`src/rtl/tlp_pkg.sv`:
```
`timescale 1ns/1ps
package tlp_pkg;

  typedef enum logic [1:0] {
    LVL_ZERO = 2'b00,
    LVL_POS  = 2'b01,
    LVL_NEG  = 2'b10,
    LVL_IDLE = 2'b11
  } level_e;

  // level reached by a leg from its two upper-side gates
  function automatic level_e leg_level(input logic top_on, input logic inner_on);
    if (top_on)        return LVL_POS;
    else if (inner_on) return LVL_ZERO;
    else               return LVL_NEG;
  endfunction

endpackage

```
`src/rtl/tlp_carrier.sv`:
```
`timescale 1ns/1ps
module tlp_carrier #(
  parameter int CNT_W    = 10,
  parameter int DEF_HALF = 100,
  parameter int CW       = 13
) (
  input  logic                 clk,
  input  logic                 rst_n,
  input  logic                 en,
  input  logic                 opposed,
  input  logic [CNT_W-1:0]     half_period,
  output logic [CNT_W-1:0]     cnt_o,
  output logic [CNT_W-1:0]     peak_o,
  output logic signed [CW-1:0] lower_o,
  output logic                 valley_o
);

  localparam logic [CNT_W-1:0] ONE = CNT_W'(1);

  logic [CNT_W-1:0] cnt_q, per_q, hp_eff, per_nx, cnt_inc, cnt_dec;
  logic             up_q;
  logic             valley;

  assign hp_eff  = (half_period == '0) ? ONE : half_period;
  assign valley  = en & up_q & (cnt_q == '0);
  assign per_nx  = (!en || valley) ? hp_eff : per_q;
  assign cnt_inc = cnt_q + ONE;
  assign cnt_dec = cnt_q - ONE;

  always_ff @(posedge clk or negedge rst_n) begin
    if (!rst_n) begin
      cnt_q <= '0;
      up_q  <= 1'b1;
      per_q <= CNT_W'(DEF_HALF);
    end else if (!en) begin
      cnt_q <= '0;
      up_q  <= 1'b1;
      per_q <= hp_eff;
    end else begin
      per_q <= per_nx;
      if (up_q) begin
        cnt_q <= cnt_inc;
        if (cnt_inc == per_nx) up_q <= 1'b0;
      end else begin
        cnt_q <= cnt_dec;
        if (cnt_dec == '0) up_q <= 1'b1;
      end
    end
  end

  // signed views of the count and peak, sized for the comparators
  logic signed [CW-1:0] cnt_s, per_s;
  assign cnt_s = signed'(CW'(cnt_q));
  assign per_s = signed'(CW'(per_q));

  generate
    if (CW > CNT_W) begin : g_lower
      assign lower_o = opposed ? -cnt_s : (cnt_s - per_s);
    end
  endgenerate

  assign cnt_o    = cnt_q;
  assign peak_o   = per_q;
  assign valley_o = valley;

  p_peak_bound_r1: assert property (@(posedge clk) disable iff (!rst_n)
    en |-> cnt_q <= per_q);

  p_unit_step_r1: assert property (@(posedge clk) disable iff (!rst_n)
    (en && $past(en) && $past(rst_n)) |->
      (cnt_q == $past(cnt_q) + ONE || cnt_q == $past(cnt_q) - ONE));

  p_valley_rise_r1: assert property (@(posedge clk) disable iff (!rst_n)
    valley |=> cnt_q == ONE);

  p_period_hold_r2: assert property (@(posedge clk) disable iff (!rst_n)
    ($past(rst_n) && $past(en) && !$past(valley)) |-> per_q == $past(per_q));

endmodule

```
`src/rtl/tlp_phase.sv`:
```
`timescale 1ns/1ps
module tlp_phase
  import tlp_pkg::*;
#(
  parameter int DATA_W = 12,
  parameter int CNT_W  = 10,
  parameter int CW     = 13
) (
  input  logic                     clk,
  input  logic                     rst_n,
  input  logic                     en,
  input  logic signed [DATA_W-1:0] sample,
  input  logic [CNT_W-1:0]         cnt,
  input  logic [CNT_W-1:0]         peak,
  input  logic signed [CW-1:0]     lower,
  output logic [3:0]               gates,
  output logic [1:0]               level
);

  // saturate a sample to the symmetric range set by the carrier peak
  function automatic logic signed [CW-1:0] saturate(
      input logic signed [DATA_W-1:0] s, input logic [CNT_W-1:0] p);
    logic signed [CW-1:0] sx, px;
    sx = CW'(s);
    px = signed'(CW'(p));
    if (sx > px)       return px;
    else if (sx < -px) return -px;
    else               return sx;
  endfunction

  logic signed [CW-1:0] m_sat, upper_s;
  logic above_upper, above_lower;
  logic g1_q, g2_q, run_q;

  assign m_sat       = saturate(sample, peak);
  assign upper_s     = signed'(CW'(cnt));
  assign above_upper = m_sat > upper_s;
  assign above_lower = m_sat > lower;

  always_ff @(posedge clk or negedge rst_n) begin
    if (!rst_n) begin
      g1_q  <= 1'b0;
      g2_q  <= 1'b0;
      run_q <= 1'b0;
    end else begin
      run_q <= en;
      g1_q  <= en & above_upper;
      g2_q  <= en & above_lower;
    end
  end

  assign gates = {run_q & ~g2_q, run_q & ~g1_q, g2_q, g1_q};
  assign level = run_q ? leg_level(g1_q, g2_q) : LVL_IDLE;

  p_outer_needs_inner_r7: assert property (@(posedge clk) disable iff (!rst_n)
    gates[0] |-> gates[1]);

  p_peak_blocks_top_r8: assert property (@(posedge clk) disable iff (!rst_n)
    (en && cnt == peak) |=> !gates[0]);

  p_idle_after_off_r9: assert property (@(posedge clk) disable iff (!rst_n)
    ($past(rst_n) && !$past(en)) |-> (gates == 4'b0000 && level == LVL_IDLE));

  p_no_leg_short_r6: assert property (@(posedge clk) disable iff (!rst_n)
    !(gates[0] && gates[2]) && !(gates[1] && gates[3]));

endmodule

```
`src/rtl/tri_level_pwm.sv`:
```
`timescale 1ns/1ps
module tri_level_pwm #(
  parameter int PHASES   = 3,
  parameter int DATA_W   = 12,
  parameter int CNT_W    = 10,
  parameter int DEF_HALF = 100
) (
  input  logic                       clk,
  input  logic                       rst_n,
  input  logic                       en,
  input  logic                       opposed,
  input  logic [CNT_W-1:0]           half_period,
  input  logic [PHASES*DATA_W-1:0]   mod_in,
  output logic [PHASES*4-1:0]        gate_o,
  output logic [PHASES*2-1:0]        level_o,
  output logic [CNT_W-1:0]           carrier_o,
  output logic                       valley_o
);

  localparam int CW = ((DATA_W > CNT_W + 1) ? DATA_W : CNT_W + 1) + 1;

  logic [CNT_W-1:0]     cnt, peak;
  logic signed [CW-1:0] lower;

  tlp_carrier #(.CNT_W(CNT_W), .DEF_HALF(DEF_HALF), .CW(CW)) u_carrier (
    .clk        (clk),
    .rst_n      (rst_n),
    .en         (en),
    .opposed    (opposed),
    .half_period(half_period),
    .cnt_o      (cnt),
    .peak_o     (peak),
    .lower_o    (lower),
    .valley_o   (valley_o)
  );

  generate
    for (genvar k = 0; k < PHASES; k++) begin : g_leg
      tlp_phase #(.DATA_W(DATA_W), .CNT_W(CNT_W), .CW(CW)) u_leg (
        .clk   (clk),
        .rst_n (rst_n),
        .en    (en),
        .sample(mod_in[k*DATA_W +: DATA_W]),
        .cnt   (cnt),
        .peak  (peak),
        .lower (lower),
        .gates (gate_o[k*4 +: 4]),
        .level (level_o[k*2 +: 2])
      );
    end
  endgenerate

  assign carrier_o = cnt;

endmodule

```
`config.mk`:
```
export PLATFORM = sky130hd
export DESIGN_NAME = tri_level_pwm
export DESIGN_NICKNAME = d
export VERILOG_FILES = /design/src/rtl/tlp_pkg.sv /design/src/rtl/tlp_carrier.sv /design/src/rtl/tlp_phase.sv /design/src/rtl/tri_level_pwm.sv
export SDC_FILE = /design/constraint.sdc
export NUM_CORES = 1
export LEC_CHECK = 0
export ABC_AREA = 1
export ABC_CLOCK_PERIOD_IN_PS = 7700
export BUFFER_PORTS_ARGS = -buffer_cell sky130_fd_sc_hd__buf_2
export CORE_ASPECT_RATIO = 0.8
export CORE_MARGIN = 3
export CORE_UTILIZATION = 60
export DETAILED_ROUTE_END_ITERATION = 10
export PLACE_DENSITY = 0.86
export SKIP_LAST_GASP = 1
export SLEW_MARGIN = 20
export SYNTH_ARGS = -nofsm -noshare
export SYNTH_HDL_FRONTEND = slang
export SYNTH_SLANG_ARGS = --single-unit
```
`constraint.sdc`:
```
create_clock -name clk -period 7.7 [get_ports clk]
set_input_delay 0.77 -clock clk [delete_from_list [all_inputs] [get_ports clk]]
set_output_delay 0.77 -clock clk [all_outputs]
set_load 0.02 [all_outputs]
```
==> metrics.md, run 1 <==
| Metric | Value |
|---|---|
| Worst Path Required | `7.91 ns` |
| Max-cap violation count | `0` |
| Run status | `completed` |
| Setup Skew | `0.00498 ns` |
| Compound-Gate Fraction of Synth Area | `0.198` |
| H-tree levels | `1` |
| Total gr overflow | `0` |
| Mapped Cells | `939` |
| DRT Wirelength | `19.3 mm` |
| Fillers | `907` |
| CTS tree | `done` |
| Area of the multi-input gates | `0.00496 mm^2` |
| CORE AREA | `0.00989 mm^2` |
| Vias in the first global route | `6,166` |
| Slew margin rel. | `0.378` |
| Vias per Instance | `5.96` |
| FP Rows | `32` |
| Num CTS Buffers | `3` |
| Main combinational cell family by area after synthesis | `adder cells` |
| Sw Ratio | `0.579` |
| Slew @ Worst Pin | `0.931 ns` |
| Die area | `0.0117 mm^2` |
| Placement Setup Slack | `2.62 ns` |
| Die Ht | `97.2 um` |
| ANT cells | `0` |
| Slowest stage delay, CP | `0.49 ns` |
| Flop pwr share | `0.131` |
| Post-CTS setup buffer count | `0` |
| CP Max Fanout | `13` |
| Crit path max-delay family | `simple AND/OR/NAND/NOR gates` |
| Initial Utilization | `0.631` |
| Hold_buf cts | `0` |
| Power Density | `259 mW/mm^2` |
| Synth Area per Inst | `6.65 um^2` |
| Cell area after synthesis | `0.00624 mm^2` |
| Syn Nets | `1,130` |
| Root buf cell | `clkbuf_16` |
| TNS Setup | `0 ns` |
| GPL Wtd Cong | `1.01` |
| Crit path DAT | `5.63 ns` |
| Clk_lat worst skew | `0.27 ns` |
| Top FF cell, synth | `dfrtp_1` |
| Asr flop ratio synth | `1.00` |
| Post-DP HPWL | `16.1 mm` |
| Switch Pwr | `1.02 mW` |
| GRT Resource Usage Total | `0.331` |
| Post-synthesis xor/xnor area fraction | `0.0407` |
| Worst Setup Slack, final | `2.28 ns` |
| Area grow syn2layout | `8.34%` |
| Setup crit start kind | `flop` |
| Vias | `6,788` |
| Register Area | `706 um^2` |
| Die X | `120 um` |
| Fin crit period | `5.42 ns` |
| Final hold vios | `0` |
| Combinational Power Share | `0.797` |
| Largest net degree at the start of global routing | `29` |
| Number of primary I/O pins | `79` |
| Max frequency | `184 MHz` |
| Crit path kind | `flop to flop` |
| Slowest CP cell | `dfrtp_1` |
| Share of post-route cells with drive strength above 1 | `0.124` |
| Max clock buf depth | `2` |
| RSZ-0062 raised after global routing | `no` |
| Peak supply drop | `154 uV` |
| #FFs+latches synth | `28` |
| Buffer and inverter count on the worst path | `4` |
| Clock Sink Count | `28` |
| DRT iter0 DRCs | `950` |
| Finish-stage setup viols | `0` |
| Port Buffer Count | `78` |
| Clock-pin slew on the worst setup and hold paths | `0.07 ns` |
| Number of synthesis warnings | `0` |
| Critical Path End Type | `flop` |
| Sequential area share after synthesis | `0.113` |
| Final slew viol count | `0` |
| Initial antenna violation count | `0` |
| WL/cell | `17.0 um` |
| CTS resizes | `0` |
| First-pass GRT wire length | `31.4 mm` |
| ANT nets after route | `0` |
| Most frequent CP cell | `nand2_1` |
| Clk network pwr share | `0.072` |
| Post-synthesis simple-gate area fraction | `0.271` |
| Nets@finish | `1,194` |
| Fin crit share | `0.704` |
| Hold Crit Class | `flop to flop` |
| Static Leakage | `3.69 nW` |
| Synth unique cells | `49` |
| P_int | `737 uW` |
| Post-synthesis mux area share | `0` |
| Post-synth EDFFs | `0` |
| Adder-Cell Fraction of Synth Area | `0.284` |
| Pre-antenna DRT Iters | `8` |
| DR DRC count | `0` |
## power by group through the flow
stage | registers, mW | clock network (mW) | logic [mW]
finish | 0.230 | 0.125 | 1.40
global route | 0.235 | 0.135 | 1.57
CTS | 0.229 | 0.126 | 1.35
detailed placement | 0.231 | 0 | 1.34
global placement | 0.230 | 0 | 1.32
floorplan | 0.226 | 0 | 0.988
## layout make-up
| type | count | share of cell area |
|---|---|---|
| Multi-Input combinational cell | 770 | 0.733 |
| Sequential cell | 28 | 0.104 |
| Inverter | 121 | 0.0671 |
| Timing Repair Buffer | 79 | 0.0588 |
| Tap cell | 136 | 0.0252 |
| Clock buffer | 4 | 0.0117 |
## worst reg2reg max path, delay by kind of cell, from the launching register on
family	cells	cell delay, ns
AO/OA/AOI/OAI	8	1.20
flip-flops	1	0.49
AND/OR/NAND/NOR	13	1.79
buffers and inverters	4	0.50
XOR/XNOR	1	0.44
adder cells (fa/ha/maj)	3	0.94
## metal layers
layer | up-vias | part of all wire | track usage | wire [um]
li1 | 3364 | - | - | -
met1 | 3002 | 0.45 | 0.501 | 8700
met2 | 382 | 0.40 | 0.485 | 7820
met3 | 40 | 0.13 | 0.0681 | 2440
met4 | 0 | 0.019 | 0.0590 | 370
met5 | - | 0 | 0 | 0
## synthesized netlist by cell type (2+ instances only)
master / number / area share
nand2_1: 198 / 0.12
ha_1: 140 / 0.28
inv_1: 114 / 0.069
nor2_1: 75 / 0.045
a21oi_1: 72 / 0.058
o21ai_0: 68 / 0.055
nand3_1: 58 / 0.046
dfrtp_1: 24 / 0.096
xor2_1: 23 / 0.032
o211ai_1: 14 / 0.017
nand4_1: 13 / 0.013
o21ai_1: 12 / 0.0096
buf_4: 9 / 0.011
nand2_2: 9 / 0.0090
nor3_1: 8 / 0.0064
o22ai_1: 8 / 0.0080
clkbuf_1: 7 / 0.0042
inv_2: 6 / 0.0036
nor4_1: 6 / 0.0060
xnor2_1: 6 / 0.0084
a221oi_1: 5 / 0.0070
nor2_2: 5 / 0.0050
o211ai_2: 5 / 0.010
a31oi_1: 4 / 0.0040
dfstp_2: 4 / 0.017
o21a_1: 4 / 0.0048
o21ai_2: 4 / 0.0056
o31ai_1: 4 / 0.0048
a211oi_1: 3 / 0.0036
a22oi_1: 3 / 0.0036
nand3b_1: 3 / 0.0036
or2_2: 3 / 0.0030
buf_2: 2 / 0.0016
buf_6: 2 / 0.0036
nor2_4: 2 / 0.0036
o311ai_0: 2 / 0.0028
or3_1: 2 / 0.0020
## path summary, 6_finish.rpt
check	from	endpoint	slack (ns)	cells after the start
setup / recovery	u_carrier.peak_o[0]	g_leg[1].u_leg.g1_q	2.28	29
hold / removal	u_carrier.up_q	u_carrier.up_q	0.50	2
setup reg to reg	u_carrier.peak_o[0]	g_leg[1].u_leg.g1_q	2.28	29
hold reg to reg	u_carrier.up_q	u_carrier.up_q	0.50	2
max in group asynchronous	rst_n	u_carrier.peak_o[0]	6.72	1
min in group asynchronous	rst_n	g_leg[2].u_leg.run_q	0.54	1
## per-stage QoR
step / instances / utilization / hold slack, ns / instance area [um^2] / total power [mW]
floorplan: 939 / - / 0.462 / 6240 / 1.21
global placement: 1134 / 0.676 / 0.477 / 6690 / 1.55
detailed placement: 1134 / 0.676 / 0.483 / 6690 / 1.57
CTS: 1138 / 0.684 / 0.495 / 6760 / 1.71
global route: 1138 / 0.684 / 0.539 / 6760 / 1.94
finish: 1138 / 0.684 / 0.498 / 6760 / 1.75
## cell families after synthesis
family          count (synthesis)
compound gates                212
buf+inv                       141
simple gates                  388
xor+xnor                       29
fa+ha+maj                     141
flops                          28
## sequential cells by signal, summed over array words and instances (netlist names)
signal	count
g_leg.u_leg.run_q	1
g_leg.u_leg.g2_q	3
u_carrier.cnt_o	10
g_leg.u_leg.g1_q	3
u_carrier.up_q	1
u_carrier.peak_o	10
## cell usage in the layout (no fill, tap or decap), types with 4 or more instances in the layout
cell,netlist,routed
a21oi_1,72,72
a221oi_1,5,5
a31oi_1,4,4
buf_2,2,78
dfrtp_1,24,24
dfstp_2,4,4
ha_1,140,140
inv_1,114,114
inv_2,6,6
nand2_1,198,198
nand2_2,9,9
nand3_1,58,58
nand4_1,13,13
nor2_1,75,75
nor2_2,5,5
nor3_1,8,8
nor4_1,6,6
o211ai_1,14,14
o211ai_2,5,5
o21a_1,4,4
o21ai_0,68,68
o21ai_1,12,12
o21ai_2,4,4
o22ai_1,8,8
o31ai_1,4,4
xnor2_1,6,6
xor2_1,23,23
Power figures use the tool's default switching activity.
==> run 2: changes to the inputs <==
--- a/config.mk
+++ b/config.mk
@@ -5,14 +5,14 @@
 export SDC_FILE = /design/constraint.sdc
 export NUM_CORES = 1
 export LEC_CHECK = 0
-export ABC_AREA = 1
-export ABC_CLOCK_PERIOD_IN_PS = 7700
+export ABC_AREA = 0
+export ABC_CLOCK_PERIOD_IN_PS = 4400
 export BUFFER_PORTS_ARGS = -buffer_cell sky130_fd_sc_hd__buf_2
 export CORE_ASPECT_RATIO = 0.8
 export CORE_MARGIN = 3
-export CORE_UTILIZATION = 60
+export CORE_UTILIZATION = 55
 export DETAILED_ROUTE_END_ITERATION = 10
-export PLACE_DENSITY = 0.86
+export PLACE_DENSITY = 0.83
 export SKIP_LAST_GASP = 1
 export SLEW_MARGIN = 20
 export SYNTH_ARGS = -nofsm -noshare
==> constraint.sdc (replaced) <==
create_clock -name clk -period 4.4 [get_ports clk]
set_input_delay 0.44 -clock clk [delete_from_list [all_inputs] [get_ports clk]]
set_output_delay 0.44 -clock clk [all_outputs]
set_load 0.02 [all_outputs]
==> run 2 against run 1 <==
  * The run now ends with negative setup slack left
  * Via count is 4.3% higher
  * Power is 38% higher
  * Final cell count is 4.6% lower
  * Die area is 9.4% higher
  * Routed wire length is 18% higher
  * Non-clock buffer count is 110 higher
  * Sequential share of layout area is 1.6 points lower
  * Worst hold slack worse by 0.29 ns
  * Sequential power is 35% higher
  * Clock skew hardly changed
  * Register-to-register slack worse by 2.8 ns
  * Critical path type unchanged
  * Critical endpoint is now g_leg[1].u_leg.g2_q
  * Largest power group unchanged
==> metrics.md, run 2 <==
| Metric | Value |
|---|---|
| CP Max Fanout | `5` |
| Max clock buf depth | `2` |
| Vias in the first global route | `6,616` |
| Fillers | `792` |
| WL/cell | `20.9 um` |
| Slowest CP cell | `or4_4` |
| Nets@finish | `1,134` |
| Switch Pwr | `1.12 mW` |
| Worst Path Required | `4.56 ns` |
| GPL Wtd Cong | `1.04` |
| DRT iter0 DRCs | `868` |
| Critical Path End Type | `flop` |
| Yosys top cell by area | `ha_1` |
| Power Density | `303 mW/mm^2` |
| FP Rows | `34` |
| Static Leakage | `3.77 nW` |
| Most frequent cells in the layout | `ha_1, buf_4, buf_2` |
| Vias per Instance | `6.52` |
| Combinational Power Share | `0.756` |
| ANT nets after route | `0` |
| Placed cell count | `1,065` |
| Die X | `126 um` |
| Cell with the most instances after synthesis | `ha_1` |
| P_int | `1.29 mW` |
| Die Ht | `102 um` |
| Post-DP HPWL | `17.7 mm` |
| Clock-pin slew on the worst setup and hold paths | `0.07 ns` |
| Area contributors post-synth | `ha_1, dfrtp_1, mux2i_1` |
| Num CTS Buffers | `3` |
| Final hold vios | `0` |
| Crit path kind | `flop to flop` |
| Setup crit start kind | `flop` |
| CTS tree | `done` |
| Final slew viol count | `0` |
| Total gr overflow | `0` |
| CORE AREA | `0.0110 mm^2` |
| Failing checks | `negative setup slack` |
| Post-synth top area share | `0.278` |
| Asr flop ratio synth | `1.00` |
| Most frequent CP cell | `o21a_1` |
| Area grow syn2layout | `26.7%` |
| Most frequent cells after synthesis | `ha_1, o21ai_0, nor2_1` |
| Sequential area share after synthesis | `0.112` |
| Slew @ Worst Pin | `1.02 ns` |
| Clk network pwr share | `0.115` |
| Peak supply drop | `164 uV` |
| Die area | `0.0128 mm^2` |
| H-tree levels | `1` |
| Initial antenna violation count | `0` |
| Sw Ratio | `0.465` |
| Syn Nets | `972` |
| Top FF cell, synth | `dfrtp_1` |
| Mapped Cells | `781` |
| #FFs+latches synth | `28` |
| Initial Utilization | `0.571` |
| Flop pwr share | `0.129` |
| RSZ-0062 raised after global routing | `yes` |
| Number of primary I/O pins | `79` |
| ANT cells | `0` |
| GRT Resource Usage Total | `0.331` |
| Buffer and inverter count on the worst path | `3` |
| Max frequency | `202 MHz` |
| Clock Sink Count | `28` |
| Synth Area per Inst | `8.06 um^2` |
| Slowest stage delay, CP | `0.56 ns` |
| DRT Wirelength | `22.7 mm` |
| Root buf cell | `clkbuf_16` |
| Largest net degree at the start of global routing | `29` |
| Fin crit share | `1.13` |
| Fin crit period | `4.96 ns` |
| Post-Layout Cell Count | `1,086` |
| Commonest non-fill, non-tap cell in the layout | `ha_1` |
| Share of post-route cells with drive strength above 1 | `0.296` |
| Clk_lat worst skew | `0.27 ns` |
| WHS | `0.209 ns` |
| Hold Crit Class | `input port to async pin` |
| Number of synthesis warnings | `0` |
| Cell area after synthesis | `0.00629 mm^2` |
| Run status | `complete, but fails checks` |
| DR DRC count | `0` |
| Finish-stage setup viols | `6` |
| Max-cap violation count | `0` |
| Crit path cell chain | `or4_4 > or3_4 > nor3_4 > ha_1 > nand3_2 > nor3_2 > buf_4 > a2bb2oi_4 > buf_4 > buf_4 > nor3_1 > mux2i_1 > ha_1 > nor2b_1 > o21a_1 > o21a_1 > o21a_1 > o21a_1 > o21bai_1 > a21oi_1 > o21ai_1 > a31oi_1` |
| Slew margin rel. | `0.309` |
| Post-synth EDFFs | `0` |
| Crit path DAT | `5.11 ns` |
| Pre-antenna DRT Iters | `5` |
| Port Buffer Count | `78` |
| Worst Setup Slack, final | `-0.559 ns` |
| Vias | `7,083` |
| Setup Skew | `0.00493 ns` |
| Crit path max-delay family | `simple AND/OR/NAND/NOR gates` |
| First-pass GRT wire length | `33.8 mm` |
| Synth unique cells | `73` |
==> run 2: kinds of logic after synthesis <==
group                      count (synthesis)  synth area share
and+or+nand+nor                          231             0.198
AOI/OAI and AO/OA                        216             0.224
adders and majority gates                143             0.285
buffers and inverters                     81            0.0567
muxes                                     42            0.0686
xor gates and xnor gates                  40            0.0557
DFF                                       28             0.112
==> run 2: final timing paths <==
kind	start	end	slack, ns	cells after the start
max in group asynchronous	rst_n	u_carrier.peak_o[0]	3.70	1
max reg2reg	u_carrier.peak_o[5]	g_leg[1].u_leg.g2_q	-0.56	22
min reg2reg	u_carrier.peak_o[9]	u_carrier.peak_o[9]	0.65	1
min in group clk	en	g_leg[2].u_leg.run_q	0.39	1
max	u_carrier.peak_o[5]	g_leg[1].u_leg.g2_q	-0.56	22
min	rst_n	g_leg[2].u_leg.run_q	0.21	1
==> run 2: area by class of cell <==
type                    count  area (um^2)  share of cell area
clock buffers               3         75.1             0.00942
multi-input cells         672         5570               0.698
flip-flops and latches     28          707              0.0887
inverters                  49          184              0.0231
clock inverters             1         30.0             0.00377
repair buffers            189         1230               0.154
well taps                 144          180              0.0226
==> run 2: metal layers <==
| layer | track usage | share of wire | vias to the layer above |
|---|---|---|---|
| met5 | 0 | 0 | - |
| li1 | - | - | 3228 |
| met1 | 0.446 | 0.41 | 3260 |
| met3 | 0.0733 | 0.12 | 99 |
| met2 | 0.526 | 0.43 | 496 |
| met4 | 0.115 | 0.043 | 0 |
==> run 2: timing repair <==
item | 4_1_cts | 5_1_grt
endpoints found under the setup margin | 6 | 6
gates resized for setup | 22 | 28
hold buffers | 0 | 0
endpoints found under the hold margin | 0 | 0
buffers inserted | 9 | 9
pin swaps | 33 | 32
==> run 2: power by group through the flow <==
| stage | Combinational [mW] | Clock, mW | Sequential (mW) |
|---|---|---|---|
| after global placement | 1.54 | 0 | 0.314 |
| after CTS | 1.65 | 0.282 | 0.311 |
| after detailed placement | 1.59 | 0 | 0.316 |
| after floorplan | 1.03 | 0 | 0.315 |
| final | 1.83 | 0.279 | 0.311 |
| after global routing | 1.95 | 0.290 | 0.316 |
==> run 2: metrics by stage <==
| step | util | instance area [um^2] | setup TNS (ns) | setup slack (ns) | total power, mW |
|---|---|---|---|---|---|
| after floorplan | - | 6420 | -1.76 | -0.372 | 1.35 |
| after global placement | 0.680 | 7500 | -1.56 | -0.340 | 1.85 |
| after detailed placement | 0.680 | 7500 | -1.92 | -0.402 | 1.91 |
| after CTS | 0.704 | 7750 | -1.77 | -0.332 | 2.25 |
| after global routing | 0.724 | 7970 | -3.55 | -0.651 | 2.56 |
| final | 0.724 | 7970 | -2.77 | -0.559 | 2.42 |
==> run 3: changes to the inputs <==
--- a/config.mk
+++ b/config.mk
@@ -6,13 +6,13 @@
 export NUM_CORES = 1
 export LEC_CHECK = 0
 export ABC_AREA = 0
-export ABC_CLOCK_PERIOD_IN_PS = 4400
+export ABC_CLOCK_PERIOD_IN_PS = 6100
 export BUFFER_PORTS_ARGS = -buffer_cell sky130_fd_sc_hd__buf_2
 export CORE_ASPECT_RATIO = 0.8
 export CORE_MARGIN = 3
-export CORE_UTILIZATION = 55
+export CORE_UTILIZATION = 60
 export DETAILED_ROUTE_END_ITERATION = 10
-export PLACE_DENSITY = 0.83
+export PLACE_DENSITY = 0.86
 export SKIP_LAST_GASP = 1
 export SLEW_MARGIN = 20
 export SYNTH_ARGS = -nofsm -noshare
==> constraint.sdc (replaced) <==
create_clock -name clk -period 6.1 [get_ports clk]
set_input_delay 0.61 -clock clk [delete_from_list [all_inputs] [get_ports clk]]
set_output_delay 0.61 -clock clk [all_outputs]
set_load 0.02 [all_outputs]
==> run 3 against run 2 <==
  * The flow now finishes without violations
  * Die area is 7.9% lower
  * Via count is 8.3% lower
  * Worst hold slack better by 0.18 ns
  * Non-clock buffer count is 100 lower
  * Clock power is 37% lower
  * Flip-flop and latch count stayed put
  * Final area is 14% lower
  * Clock skew is 0.0011 ns lower
  * Core utilization is 3.3 points lower
  * Combinational power is 43% lower
  * Critical endpoint is now g_leg[1].u_leg.g1_q
  * Highest routed layer unchanged
==> metrics.md, run 3 (synthesis gave the netlist of run 2 again) <==
| Metric | Value |
|---|---|
| Run status | `completed` |
| Vias in the first global route | `6,169` |
| Clock Sink Count | `28` |
| DR WL met3 | `2.52 mm` |
| Reg2reg start | `u_carrier.peak_o[1]` |
| DRT Wirelength | `21.9 mm` |
| Fin crit period | `5.73 ns` |
| Max frequency | `175 MHz` |
| Root buf cell | `clkbuf_16` |
| Crit path kind | `flop to flop` |
| ANT nets after route | `0` |
| Final hold vios | `0` |
| Slowest CP cell | `dfrtp_1` |
| Clk_lat worst skew | `0.28 ns` |
| First-pass GRT wire length | `34.0 mm` |
| Area grow syn2layout | `8.95%` |
| Final slew viol count | `0` |
| DRT iter0 DRCs | `711` |
| Met2 routed wirelength | `9.17 mm` |
| Buffer and inverter count on the worst path | `2` |
| Setup crit start kind | `flop` |
| Port Buffer Count | `78` |
| Slew @ Worst Pin | `0.898 ns` |
| Largest net degree at the start of global routing | `29` |
| Die X | `121 um` |
| WL/cell | `22.4 um` |
| Slew margin rel. | `0.401` |
| Vias | `6,492` |
| Initial antenna violation count | `0` |
| Initial Utilization | `0.634` |
| Max-cap violation count | `0` |
| H-tree levels | `1` |
| ANT cells | `0` |
| Static Leakage | `3.19 nW` |
| Crit path DAT | `5.89 ns` |
| Worst Path Required | `6.26 ns` |
| Total gr overflow | `0` |
| GPL Wtd Cong | `1.06` |
| Slowest stage delay, CP | `0.45 ns` |
| Fin crit share | `0.939` |
| Post-CTS setup buffer count | `0` |
| Peak supply drop | `142 uV` |
| Most frequent CP cell | `a21oi_1` |
| Commonest non-fill, non-tap cell in the layout | `ha_1` |
| Crit path max-delay family | `compound AO/OA/AOI/OAI gates` |
| Finish-stage setup viols | `0` |
| Critical Path Start | `u_carrier.peak_o[1]` |
| DR top layer | `met4` |
| Vias per Instance | `6.64` |
| Post-DP Area | `0.00676 mm^2` |
| CP Max Fanout | `15` |
| Number of primary I/O pins | `79` |
| FP Rows | `32` |
| Most frequent cells in the layout | `ha_1, buf_2, o21ai_0` |
| Post-DP HPWL | `18.1 mm` |
| TNS Setup | `0 ns` |
| DR DRC count | `0` |
| Die area | `0.0118 mm^2` |
| Clock-pin slew on the worst setup and hold paths | `0.08 ns` |
| Max clock buf depth | `2` |
| Num CTS Buffers | `3` |
| Die Ht | `97.6 um` |
| Pre-antenna DRT Iters | `5` |
| Hold Crit Class | `input port to async pin` |
| GRT Resource Usage Total | `0.367` |
| Power Density | `213 mW/mm^2` |
| Setup Skew | `0.00380 ns` |
| CORE AREA | `0.00993 mm^2` |
| RSZ-0062 raised after global routing | `no` |
| Final Cell Area | `0.00686 mm^2` |
| Met1 wire length | `9.56 mm` |
| Nets@finish | `1,034` |
| Share of post-route cells with drive strength above 1 | `0.152` |
| CTS tree | `done` |
| Critical Path End Type | `flop` |
[run 3: changes by cell type in the layout (fill, tap and decap cells not counted), moves of 4 or more]
cell,delta
a21oi_1,+4
buf_4,-98
o21ai_2,-6
o21ai_0,+12
o21ai_1,-6
ha_1,+5
a21oi_2,-4
ha_4,-6
nor3_1,+7
nor3_4,-4
[run 3: final timing paths]
kind / cells past startpoint / to / slack [ns]
max in group asynchronous: 1 / u_carrier.peak_o[0] / 5.20
min reg2reg: 2 / u_carrier.up_q / 0.68
max: 26 / g_leg[1].u_leg.g1_q / 0.37
max reg2reg: 26 / g_leg[1].u_leg.g1_q / 0.37
min: 1 / u_carrier.cnt_o[1] / 0.39
min in group clk: 1 / g_leg[2].u_leg.run_q / 0.56
[run 3: stage by stage]
| step | instances | worst slack [ns] | total power, mW | utilization | hold WS, ns |
|---|---|---|---|---|---|
| floorplan | 781 | 0.840 | 0.944 | - | 0.314 |
| CTS | 978 | 0.190 | 1.43 | 0.690 | 0.399 |
| global placement | 974 | 0.513 | 1.21 | 0.681 | 0.643 |
| global route | 978 | 0.0172 | 1.58 | 0.691 | 0.421 |
| detailed placement | 974 | 0.248 | 1.24 | 0.681 | 0.653 |
| finish | 978 | 0.374 | 1.46 | 0.691 | 0.388 |
[run 3: area by class of cell]
type	instances	area, um^2
Tap cell	136	170
Fill cell	848	3070
Sequential cell	28	707
Clock buffer	4	88.8
Multi-Input combinational cell	672	5230
Timing Repair Buffer	89	473
Inverter	49	184
[run 3: report_power, final]
group / leakage [nW] / total, mW / internal (mW) / switching, mW
Clock: 0.0442 / 0.176 / 0.101 / 0.0753
Combinational: 2.79 / 1.05 / 0.426 / 0.621
Sequential: 0.349 / 0.241 / 0.206 / 0.0350
Total: 3.19 / 1.46 / 0.733 / 0.731
[run 3: metal layers]
| layer | vias up | global-route usage |
|---|---|---|
| li1 | 3022 | - |
| met2 | 396 | 0.537 |
| met1 | 3024 | 0.524 |
| met5 | - | 0 |
| met3 | 50 | 0.102 |
| met4 | 0 | 0.108 |
[run 3: repair_timing]
| item | in CTS | in global routing |
|---|---|---|
| setup endpoints to repair | 0 | 2 |
| resized for setup | 0 | 4 |
| hold buffers | 0 | 0 |
| hold endpoints to repair | 0 | 0 |
